[src/rtl/pgb_pkg.sv]
package pgb_pkg;
   typedef enum logic [1:0] {
      PS_OFF  = 2'b00,
      PS_WAKE = 2'b01,
      PS_ON   = 2'b10
   } pstate_e;
endpackage

[src/rtl/pgb_rate_win.sv]
module pgb_rate_win #(
   parameter int WIN    = 32,
   parameter int THR_LO = 4,
   parameter int THR_HI = 12
) (
   input  logic clk,
   input  logic rst_n,
   input  logic vc_req,
   input  logic perf_class,
   output logic wake_req
);
   localparam int PW = $clog2(WIN);
   localparam int CW = $clog2(WIN + 1);

   logic [PW-1:0] pos;
   logic [CW-1:0] cnt;
   logic [CW-1:0] tot;
   logic [CW-1:0] thr;
   logic          win_end;

   assign tot = cnt + CW'(vc_req);
   assign thr = perf_class ? CW'(THR_LO) : CW'(THR_HI);

   generate
      if ((1 << PW) == WIN) begin : g_pow2
         assign win_end = &pos;
         always_ff @(posedge clk) begin
            if (!rst_n) pos <= '0;
            else        pos <= pos + 1'b1;
         end
      end else begin : g_mod
         assign win_end = (pos == PW'(WIN - 1));
         always_ff @(posedge clk) begin
            if (!rst_n)       pos <= '0;
            else if (win_end) pos <= '0;
            else              pos <= pos + 1'b1;
         end
      end
   endgenerate

   always_ff @(posedge clk) begin
      if (!rst_n)       cnt <= '0;
      else if (win_end) cnt <= '0;
      else              cnt <= tot;
   end

   assign wake_req = win_end && (tot > thr);
endmodule

[src/rtl/pgb_pwr_fsm.sv]
module pgb_pwr_fsm
   import pgb_pkg::*;
#(
   parameter int WAKE_CYC = 8
) (
   input  logic    clk,
   input  logic    rst_n,
   input  logic    wake_req,
   input  logic    rtr_quiet,
   output pstate_e state
);
   localparam int TW = (WAKE_CYC > 1) ? $clog2(WAKE_CYC) : 1;

   logic [TW-1:0] tmr;

   always_ff @(posedge clk) begin
      if (!rst_n) begin
         state <= PS_OFF;
         tmr   <= '0;
      end else begin
         unique case (state)
            PS_OFF: begin
               if (wake_req) begin
                  state <= PS_WAKE;
                  tmr   <= TW'(WAKE_CYC - 1);
               end
            end
            PS_WAKE: begin
               if (tmr == '0) state <= PS_ON;
               else           tmr   <= tmr - 1'b1;
            end
            PS_ON: begin
               if (rtr_quiet) state <= PS_OFF;
            end
            default: state <= PS_OFF;
         endcase
      end
   end
endmodule

[src/rtl/pgb_pkt_track.sv]
module pgb_pkt_track (
   input  logic clk,
   input  logic rst_n,
   input  logic fire,
   input  logic tail,
   output logic mid
);
   always_ff @(posedge clk) begin
      if (!rst_n)    mid <= 1'b0;
      else if (fire) mid <= !tail;
   end
endmodule

[src/rtl/pgb_steer.sv]
module pgb_steer
   import pgb_pkg::*;
#(
   parameter int FLIT_W = 34
) (
   input  logic              clk,
   input  logic              rst_n,
   input  pstate_e           state,
   input  logic              rtr_empty,
   input  logic              byp_in_valid,
   output logic              byp_in_ready,
   input  logic [FLIT_W-1:0] byp_in_data,
   output logic              byp_out_valid,
   input  logic              byp_out_ready,
   output logic [FLIT_W-1:0] byp_out_data,
   input  logic              ni_inj_valid,
   output logic              ni_inj_ready,
   input  logic [FLIT_W-1:0] ni_inj_data,
   output logic              ni_ej_valid,
   input  logic              ni_ej_ready,
   output logic [FLIT_W-1:0] ni_ej_data,
   output logic              rtr_inj_valid,
   input  logic              rtr_inj_ready,
   output logic [FLIT_W-1:0] rtr_inj_data,
   input  logic              rtr_ej_valid,
   output logic              rtr_ej_ready,
   input  logic [FLIT_W-1:0] rtr_ej_data,
   output logic              rtr_quiet
);
   localparam int TAIL   = FLIT_W - 1;
   localparam int NTRK   = 4;
   localparam int T_BINJ = 0;
   localparam int T_BEJ  = 1;
   localparam int T_RINJ = 2;
   localparam int T_REJ  = 3;

   logic [NTRK-1:0] fire;
   logic [NTRK-1:0] tail;
   logic [NTRK-1:0] mid;
   logic            powered;
   logic            inj_byp;
   logic            ej_byp;

   assign powered = (state == PS_ON);
   assign inj_byp = !powered || mid[T_BINJ];
   assign ej_byp  = !powered || mid[T_BEJ];

   // injection direction
   assign byp_out_valid = ni_inj_valid && inj_byp;
   assign rtr_inj_valid = ni_inj_valid && !inj_byp;
   assign byp_out_data  = ni_inj_data;
   assign rtr_inj_data  = ni_inj_data;
   assign ni_inj_ready  = inj_byp ? byp_out_ready : rtr_inj_ready;

   // ejection direction
   assign ni_ej_valid  = ej_byp ? byp_in_valid : rtr_ej_valid;
   assign ni_ej_data   = ej_byp ? byp_in_data  : rtr_ej_data;
   assign byp_in_ready = ej_byp && ni_ej_ready;
   assign rtr_ej_ready = !ej_byp && ni_ej_ready;

   assign fire[T_BINJ] = byp_out_valid && byp_out_ready;
   assign fire[T_BEJ]  = byp_in_valid  && byp_in_ready;
   assign fire[T_RINJ] = rtr_inj_valid && rtr_inj_ready;
   assign fire[T_REJ]  = rtr_ej_valid  && rtr_ej_ready;
   assign tail[T_BINJ] = ni_inj_data[TAIL];
   assign tail[T_BEJ]  = byp_in_data[TAIL];
   assign tail[T_RINJ] = ni_inj_data[TAIL];
   assign tail[T_REJ]  = rtr_ej_data[TAIL];

   generate
      for (genvar g = 0; g < NTRK; g++) begin : g_trk
         pgb_pkt_track u_trk (
            .clk   (clk),
            .rst_n (rst_n),
            .fire  (fire[g]),
            .tail  (tail[g]),
            .mid   (mid[g])
         );
      end
   endgenerate

   assign rtr_quiet = rtr_empty && !mid[T_RINJ] && !mid[T_REJ]
                      && !fire[T_RINJ] && !fire[T_REJ];
endmodule

[src/rtl/pg_bypass_ctrl.sv]
module pg_bypass_ctrl
   import pgb_pkg::*;
#(
   parameter int FLIT_W   = 34,
   parameter int WIN      = 32,
   parameter int THR_LO   = 4,
   parameter int THR_HI   = 12,
   parameter int WAKE_CYC = 8
) (
   input  logic              clk,
   input  logic              rst_n,
   input  logic              perf_class,
   input  logic              vc_req,
   input  logic              rtr_empty,
   input  logic              byp_in_valid,
   output logic              byp_in_ready,
   input  logic [FLIT_W-1:0] byp_in_data,
   output logic              byp_out_valid,
   input  logic              byp_out_ready,
   output logic [FLIT_W-1:0] byp_out_data,
   input  logic              ni_inj_valid,
   output logic              ni_inj_ready,
   input  logic [FLIT_W-1:0] ni_inj_data,
   output logic              ni_ej_valid,
   input  logic              ni_ej_ready,
   output logic [FLIT_W-1:0] ni_ej_data,
   output logic              rtr_inj_valid,
   input  logic              rtr_inj_ready,
   output logic [FLIT_W-1:0] rtr_inj_data,
   input  logic              rtr_ej_valid,
   output logic              rtr_ej_ready,
   input  logic [FLIT_W-1:0] rtr_ej_data,
   output logic [1:0]        pwr_state,
   output logic              pwr_en
);
   generate
      if (FLIT_W < 2) begin : g_bad_flit
         $error("FLIT_W must leave room for a tail bit and payload");
      end
      if (WIN < 2) begin : g_bad_win
         $error("WIN must be at least 2");
      end
      if (THR_LO > THR_HI) begin : g_bad_thr
         $error("THR_LO must not exceed THR_HI");
      end
      if (THR_HI >= WIN) begin : g_bad_hi
         $error("THR_HI must be below WIN or waking is impossible");
      end
      if (WAKE_CYC < 1) begin : g_bad_wake
         $error("WAKE_CYC must be at least 1");
      end
   endgenerate

   pstate_e state;
   logic    wake_req;
   logic    rtr_quiet;

   pgb_rate_win #(
      .WIN    (WIN),
      .THR_LO (THR_LO),
      .THR_HI (THR_HI)
   ) u_rate (
      .clk        (clk),
      .rst_n      (rst_n),
      .vc_req     (vc_req),
      .perf_class (perf_class),
      .wake_req   (wake_req)
   );

   pgb_pwr_fsm #(
      .WAKE_CYC (WAKE_CYC)
   ) u_fsm (
      .clk       (clk),
      .rst_n     (rst_n),
      .wake_req  (wake_req),
      .rtr_quiet (rtr_quiet),
      .state     (state)
   );

   pgb_steer #(
      .FLIT_W (FLIT_W)
   ) u_steer (
      .clk           (clk),
      .rst_n         (rst_n),
      .state         (state),
      .rtr_empty     (rtr_empty),
      .byp_in_valid  (byp_in_valid),
      .byp_in_ready  (byp_in_ready),
      .byp_in_data   (byp_in_data),
      .byp_out_valid (byp_out_valid),
      .byp_out_ready (byp_out_ready),
      .byp_out_data  (byp_out_data),
      .ni_inj_valid  (ni_inj_valid),
      .ni_inj_ready  (ni_inj_ready),
      .ni_inj_data   (ni_inj_data),
      .ni_ej_valid   (ni_ej_valid),
      .ni_ej_ready   (ni_ej_ready),
      .ni_ej_data    (ni_ej_data),
      .rtr_inj_valid (rtr_inj_valid),
      .rtr_inj_ready (rtr_inj_ready),
      .rtr_inj_data  (rtr_inj_data),
      .rtr_ej_valid  (rtr_ej_valid),
      .rtr_ej_ready  (rtr_ej_ready),
      .rtr_ej_data   (rtr_ej_data),
      .rtr_quiet     (rtr_quiet)
   );

   assign pwr_state = state;
   assign pwr_en    = (state != PS_OFF);
endmodule

[config.mk]
export PLATFORM = sky130hd
export DESIGN_NAME = pg_bypass_ctrl
export DESIGN_NICKNAME = d
export VERILOG_FILES = /design/src/rtl/pgb_pkg.sv /design/src/rtl/pgb_rate_win.sv /design/src/rtl/pgb_pwr_fsm.sv /design/src/rtl/pgb_pkt_track.sv /design/src/rtl/pgb_steer.sv /design/src/rtl/pg_bypass_ctrl.sv
export SDC_FILE = /design/constraint.sdc
export NUM_CORES = 1
export LEC_CHECK = 0
export BUFFER_PORTS_ARGS = -buffer_cell sky130_fd_sc_hd__buf_2
export CAP_MARGIN = 20
export CORE_AREA = 2 2 86 88
export CTS_CLUSTER_DIAMETER = 80
export CTS_CLUSTER_SIZE = 10
export DETAILED_ROUTE_END_ITERATION = 8
export DIE_AREA = 0 0 88 90
export PLACE_DENSITY = 0.68
export SYNTH_ARGS = -nofsm -noshare
export SYNTH_HDL_FRONTEND = slang
export SYNTH_SLANG_ARGS = --single-unit
[constraint.sdc]
create_clock -name clk -period 1.9 [get_ports clk]
set_input_delay 0.38 -clock clk [delete_from_list [all_inputs] [get_ports clk]]
set_output_delay 0.38 -clock clk [all_outputs]
set_load 0.05 [all_outputs]
==> results of run 1 <==
-- power by group --
part	switching, W	total, W	internal [W]
registers	0.0000100	0.000439	0.000429
clock network	0.000141	0.000325	0.000184
logic	0.000260	0.000460	0.000201
-- metrics by stage --
| stage | hold WS (ns) | utilization (%) |
|---|---|---|
| final | 0.338 | 37.9 |
| after global placement | 0.431 | 31.1 |
| after detailed placement | 0.446 | 31.1 |
| after global routing | 0.353 | 37.9 |
| after CTS | 0.333 | 35.2 |
| after floorplan | 0.418 | - |
-- cell usage after synthesis --
master and n:
nand2b_1 2, nand2_1 5, and2_4 1, a311oi_1 5, xnor2_1 3, a211oi_2 1
ha_1 7, mux2_2 37, buf_6 1, mux2i_1 1, buf_4 71, nor2b_1 6
o32ai_1 1, and4b_1 1, and3_1 2, nor2_1 8, buf_2 1, o211ai_1 1
clkinv_1 1, or2_2 1, nand4_1 4, nor3b_2 2, nand3_1 7, xor2_1 3
and2_1 3, a21oi_1 3, o21ai_0 1, dfxtp_1 20, inv_1 6, a31oi_1 4
o31ai_1 1, and2b_1 1, a21o_1 1
-- routing by layer --
| metal | wire length (um) | vias up | global-route usage, % |
|---|---|---|---|
| met1 | 2190 | 757 | 14.8 |
| met4 | 63 | 0 | 2.56 |
| met3 | 523 | 8 | 5.05 |
| li1 | - | 790 | - |
| met5 | 0 | - | 0 |
| met2 | 3290 | 108 | 26.0 |
-- final cells by class --
class / instances / area (um^2) / share of cell area, %
Clock buffer: 4 / 55.1 / 2.07
Inverter: 7 / 26.3 / 0.988
Multi-Input combinational cell: 112 / 1060 / 39.9
Sequential cell: 20 / 409 / 15.4
Tap cell: 99 / 124 / 4.66
Timing Repair Buffer: 134 / 983 / 37.0
-- final timing paths --
| path | endpoint | slack [ns] | start |
|---|---|---|---|
| max | ni_ej_data[5] | -0.15 | u_fsm.state[0]$_SDFFE_PN0P_ |
| min | u_steer.g_trk[1].u_trk.mid$_SDFFE_PN0P_ | 0.34 | byp_in_data[33] |
| max reg2reg | u_fsm.tmr[0]$_SDFFE_PN0P_ | 0.09 | u_rate.cnt[0]$_SDFF_PP0_ |
| min reg2reg | u_rate.pos[0]$_SDFF_PN0_ | 0.46 | u_rate.pos[0]$_SDFF_PN0_ |
-- registers in the layout, indices dropped and copies added, names as in the netlist --
signal	cells
u_steer.g_trk.u_trk.mid	4
u_rate.pos	5
u_rate.cnt	6
u_fsm.tmr	3
u_fsm.state	2
-- what timing repair did --
action,in CTS,in global routing
hold buffers,0,0
setup buffers,2,2
gates resized for setup,62,46
setup endpoints to repair,38,43
cloned,1,1
pin swaps,1,3
-- critical path, stage by stage (launching register included) --
cell	delay, ns
dfxtp_4	0.37
nor3b_4	0.26
buf_6	0.16
clkbuf_16	0.16
mux2_4	0.31
buf_8	0.15
-- cells by family (layout without fill, tap and decap cells) --
logic type | Yosys count | after routing | share of synthesized area (%)
buffers and inverters | 80 | 145 | 29.9
and+or+nand+nor | 43 | 43 | 12.9
muxes | 38 | 38 | 22.2
DFF | 20 | 20 | 20.8
AOI/OAI and AO/OA | 18 | 18 | 6.90
adders and majority gates | 7 | 7 | 4.55
xor gates and xnor gates | 6 | 6 | 2.73
==> run_results.csv, run 1 <==
group,metric,value,unit
run_status,outcome,"finished with violations",
run_status,violations,"setup timing",
timing,fin_ws,-0.147,ns
logic_synthesis,synth_area_leader_cell,"buf_4",
clocking,numCtsBuffers,3,
layout,synthToLayoutAreaGrowth,38.3,%
floorplanning,dieWidth,88,um
placed_design,placed_cells,367,
timing,max_freq,489,MHz
timing,setup_viol,35,
grt,grt_pass1_vias,1680,
layout,layout_commonest_cell,"buf_2",
power_and_ir_drop,ir_worst_vdd,0.000234,V
drt,via_count,1663,
timing,relSlewSlack,76.4,%
placed_design,io_buffers,124,
floorplanning,start_util,27.4,%
layout,final_cell_mix,"buf_2 (93), mux2_4 (19), mux2_2 (18), dfxtp_1 (17)",
layout,postLayoutCellArea,2660,um^2
floorplanning,die_height,90,um
critical_path,worstPathMaxFanout,8,
drt,vias_per_cell,4.42,
drt,drtIter0Drc,44,
clocking,cts_root_buf,"clkbuf_8",
critical_path,cp.arrival,1.67,ns
grt,overflow,0,
logic_synthesis,yosys_warnings,0,
layout,nFillCells,696,
floorplanning,die-area,7920,um^2
logic_synthesis,synth_nets,332,
critical_path,startpoint_type,"register",
timing,fin_crit,2.05,ns
drt,avgRoutedWirePerCell,16.1,um
placed_design,place.gp.congestion,0.857,
logic_synthesis,avgSynthCellArea,9.07,um^2
floorplanning,ios,224,
grt,grt_max_degree,17,
drt,wl,6070,um
timing,rsz0062_at_grt,"true",
clocking,clkTransAtPathRegs,0.07,ns
clocking,cts_buffer_depth,2,
run,drv_cap,0,
drt,ant_nets,0,
logic_synthesis,synth_seq_area_share,20.8,%
power_and_ir_drop,p_per_area,461,nW/um^2
logic_synthesis,ys_seq_elements,20,
clocking,h-tree-depth,1,
layout,final_layout_size_suffix_gt1_share,67.9,%
clocking,cts_tree,"done",
logic_synthesis,synth_area_leaders,"buf_4 (28%), mux2_2 (22%), dfxtp_1 (21%)",
placed_design,dp_slack,-0.0674,ns
drt,first_pass_iters,4,
layout,final_nets,398,
critical_path,reg2reg_depth,7,
clocking,clk_latency,0.26,ns
logic_synthesis,synthCells,212,
logic_synthesis,ys_types,33,
timing,slew_violations,0,
critical_path,timing_worst_setup_path_type,"reg2out",
floorplanning,rows,31,
layout,layoutNonFillerInstCount,376,
logic_synthesis,syn_area,1920,um^2
layout,antennaDiodeCount,0,
drt,drc,0,
timing,tightest_slew,0.354,ns
critical_path,crit_required,1.52,ns
timing,hold_violations,0,
floorplanning,coreArea,7020,um^2
grt,track_usage,14.0,%
timing,tns,-4.25,ns
min_path,min_path_type,"in2reg",
min_path,hold_depth,2,
grt,antenna_found_initial,0,
timing,fin_crit_sh,108,%
grt,grt_pass1_wl,8670,um
placed_design,placed_area,2180,um^2
clocking,cts.sinks,20,
placed_design,dp_hpwl,4530,um
critical_path,crit_path_end_kind,"output pin",
power_and_ir_drop,finalPower,0.00123,W
logic_synthesis,synth_top_area_share,27.7,%
power_and_ir_drop,power.leakage,1.27,nW
timing,clock-skew-final,0.00322,ns
Note: power is estimated with default switching activity, not from simulation.
==> run 2: changes to the inputs <==
==> constraint.sdc (replaced) <==
create_clock -name clk -period 1.9 [get_ports clk]
set_input_delay 0 -clock clk [delete_from_list [all_inputs] [get_ports clk]]
set_output_delay 0 -clock clk [all_outputs]
set_load 0.05 [all_outputs]
==> run 2 against run 1 <==
Effect of this change:
- flip-flop and latch count unchanged
- critical path depth up 2
- global-route usage increased by 0.10 points
- the run now ends clean
- routed wire length shrank 8.7%
- final area is 12% lower
- worst hold slack worse by 0.34 ns
- power up 3.1%
- utilization fell by 4.6 points
- via count down 1.6%
- fmax rose by 13%
- critical path type is now reg2reg
- combinational power decreased by 16%
==> run_results.csv, run 2 (same netlist as run 1, synthesis figures left out) <==
group,metric,value,unit
power_and_ir_drop,swShare,32.2,%
clocking,cts_root_buf,"clkbuf_8",
grt,grt_pass1_vias,1615,
drt,drc,0,
clocking,clkTransAtPathRegs,0.07,ns
timing,slew_violations,0,
timing,rsz0062_at_grt,"true",
drt,drtIter0Drc,44,
floorplanning,ios,224,
timing,setup_viol,0,
grt,grt_max_degree,39,
grt,track_usage,14.1,%
critical_path,startpoint_type,"register",
layout,utilization,33.3,%
floorplanning,die-area,7920,um^2
drt,top_layer,"met4",
layout,layout_commonest_cell,"buf_2",
placed_design,place.gp.congestion,0.813,
layout,antennaDiodeCount,0,
layout,synthToLayoutAreaGrowth,21.5,%
timing,fin_crit,1.81,ns
power_and_ir_drop,p_comb_share,30.7,%
power_and_ir_drop,p_seq_share,35.1,%
floorplanning,coreArea,7020,um^2
clocking,h-tree-depth,1,
floorplanning,rows,31,
layout,top_register,"u_rate.cnt",
placed_design,dp_hpwl,4730,um
power_and_ir_drop,p_switching,0.000406,W
floorplanning,start_util,27.4,%
clocking,cts.sinks,20,
drt,via_count,1637,
grt,overflow,0,
drt,ant_nets,0,
grt,grt_pass1_wl,8600,um
critical_path,timing_worst_setup_path_type,"reg2reg",
power_and_ir_drop,p_per_area,540,nW/um^2
power_and_ir_drop,ir_worst_vdd,0.000264,V
drt,avgRoutedWirePerCell,14.8,um
placed_design,io_buffers,124,
drt,vias_per_cell,4.37,
critical_path,cp.arrival,1.95,ns
layout,final_nets,397,
placed_design,placed_area,2140,um^2
run_status,outcome,"finished clean",
clocking,cts_buffer_depth,2,
critical_path,crit_required,2.04,ns
timing,clock-skew-final,0.00980,ns
drt,first_pass_iters,4,
timing,relSlewSlack,70.9,%
drt,wirelength_met1,2040,um
drt,dr_wl_met3,545,um
floorplanning,die_height,90,um
clocking,numCtsBuffers,3,
layout,largest_reg_flops,6,
power_and_ir_drop,internal_power,0.000856,W
min_path,min_path_type,"in2out",
layout,final_layout_size_suffix_gt1_share,63.8,%
power_and_ir_drop,clkPwrFrac,34.2,%
drt,wl,5540,um
timing,tightest_slew,0.434,ns
timing,hold_violations,0,
run,drv_cap,0,
critical_path,worstPathMaxFanout,4,
layout,postLayoutCellArea,2340,um^2
clocking,post_cts_buffers,0,
floorplanning,dieWidth,88,um
timing,max_freq,551,MHz
clocking,cts_tree,"done",
layout,reg_top3,"u_rate.cnt x6, u_rate.pos x5, u_steer.g_trk.u_trk.mid x4",
grt,antenna_found_initial,0,
timing,fin_crit_sh,95.5,%
power_and_ir_drop,power.leakage,1.11,nW
timing,tns,0,ns
clocking,clk_latency,0.27,ns
drt,routed-wl-met2,2920,um
critical_path,crit_path_end_kind,"register",
layout,final_cell_mix,"buf_2 (124), mux2_2 (37), dfxtp_1 (18), nor2_1 (8), dlygate4sd3_1 (8)",
## run 2: changes by cell type in the layout (fill, tap and decap cells not counted), sizes merged
cell,before,now
clkbuf,5,3
bufinv,0,1
dlygate4sd3,0,8
buf,133,125
## run 2: worst max-delay path, stage by stage (launching register included)
cell	delay, ns
dfxtp_1	0.36
ha_4	0.16
nand3_2	0.10
xnor2_2	0.15
ha_1	0.30
a21o_1	0.19
a211oi_4	0.31
o32ai_1	0.13
## run 2: through the flow
step                total power [W]  std cells  hold slack [ns]  setup slack (ns)
floorplan                   0.00106        212            0.110            0.0669
global placement           0.000820        363         0.000498             0.162
detailed placement         0.000825        363         0.000498            0.0576
CTS                         0.00127        375         0.000498            0.0189
global route                0.00132        375         0.000179           -0.0163
finish                      0.00126        375        0.0000236            0.0863
## run 2: area by class of cell
cell class	count	area [um^2]
fillers	749	4680
clock buffers	3	41.3
repair buffers	133	721
flip-flops and latches	20	403
well taps	99	124
inverters	7	26.3
clock inverters	1	30.0
multi-input cells	112	992
## run 2: final timing paths
| path | endpoint | slack [ns] | depth (start not counted) | start |
|---|---|---|---|---|
| setup reg to reg | u_fsm.tmr[2]$_SDFFE_PN0P_ | 0.09 | 7 | u_rate.cnt[0]$_SDFF_PP0_ |
| hold / removal | byp_out_data[0] | 0.00002 | 0 | ni_inj_data[0] |
| hold reg to reg | u_rate.pos[0]$_SDFF_PN0_ | 0.45 | 1 | u_rate.pos[0]$_SDFF_PN0_ |
| setup / recovery | u_fsm.tmr[2]$_SDFFE_PN0P_ | 0.09 | 7 | u_rate.cnt[0]$_SDFF_PP0_ |
## run 2: metal layers
| metal | global-route usage, % | vias up |
|---|---|---|
| met4 | 2.56 | 0 |
| met5 | 0 | - |
| met2 | 24.7 | 98 |
| met1 | 16.0 | 747 |
| met3 | 5.51 | 2 |
| li1 | - | 790 |
## run 2: timing repair
| action | CTS | global route |
|---|---|---|
| hold buffers | 8 | 0 |
| hold endpoints to repair | 4 | 0 |
| resized for setup | 0 | 8 |
| setup endpoints to repair | 0 | 27 |
## run 2: power by group through the flow
stage          clock, W  sequential [W]  combinational [W]
5_1_grt        0.000464        0.000445           0.000413
4_1_cts        0.000444        0.000441           0.000388
3_3_place_gp          0        0.000450           0.000370
2_1_floorplan         0        0.000448           0.000613
3_5_place_dp          0        0.000451           0.000374
6_report       0.000432        0.000443           0.000388
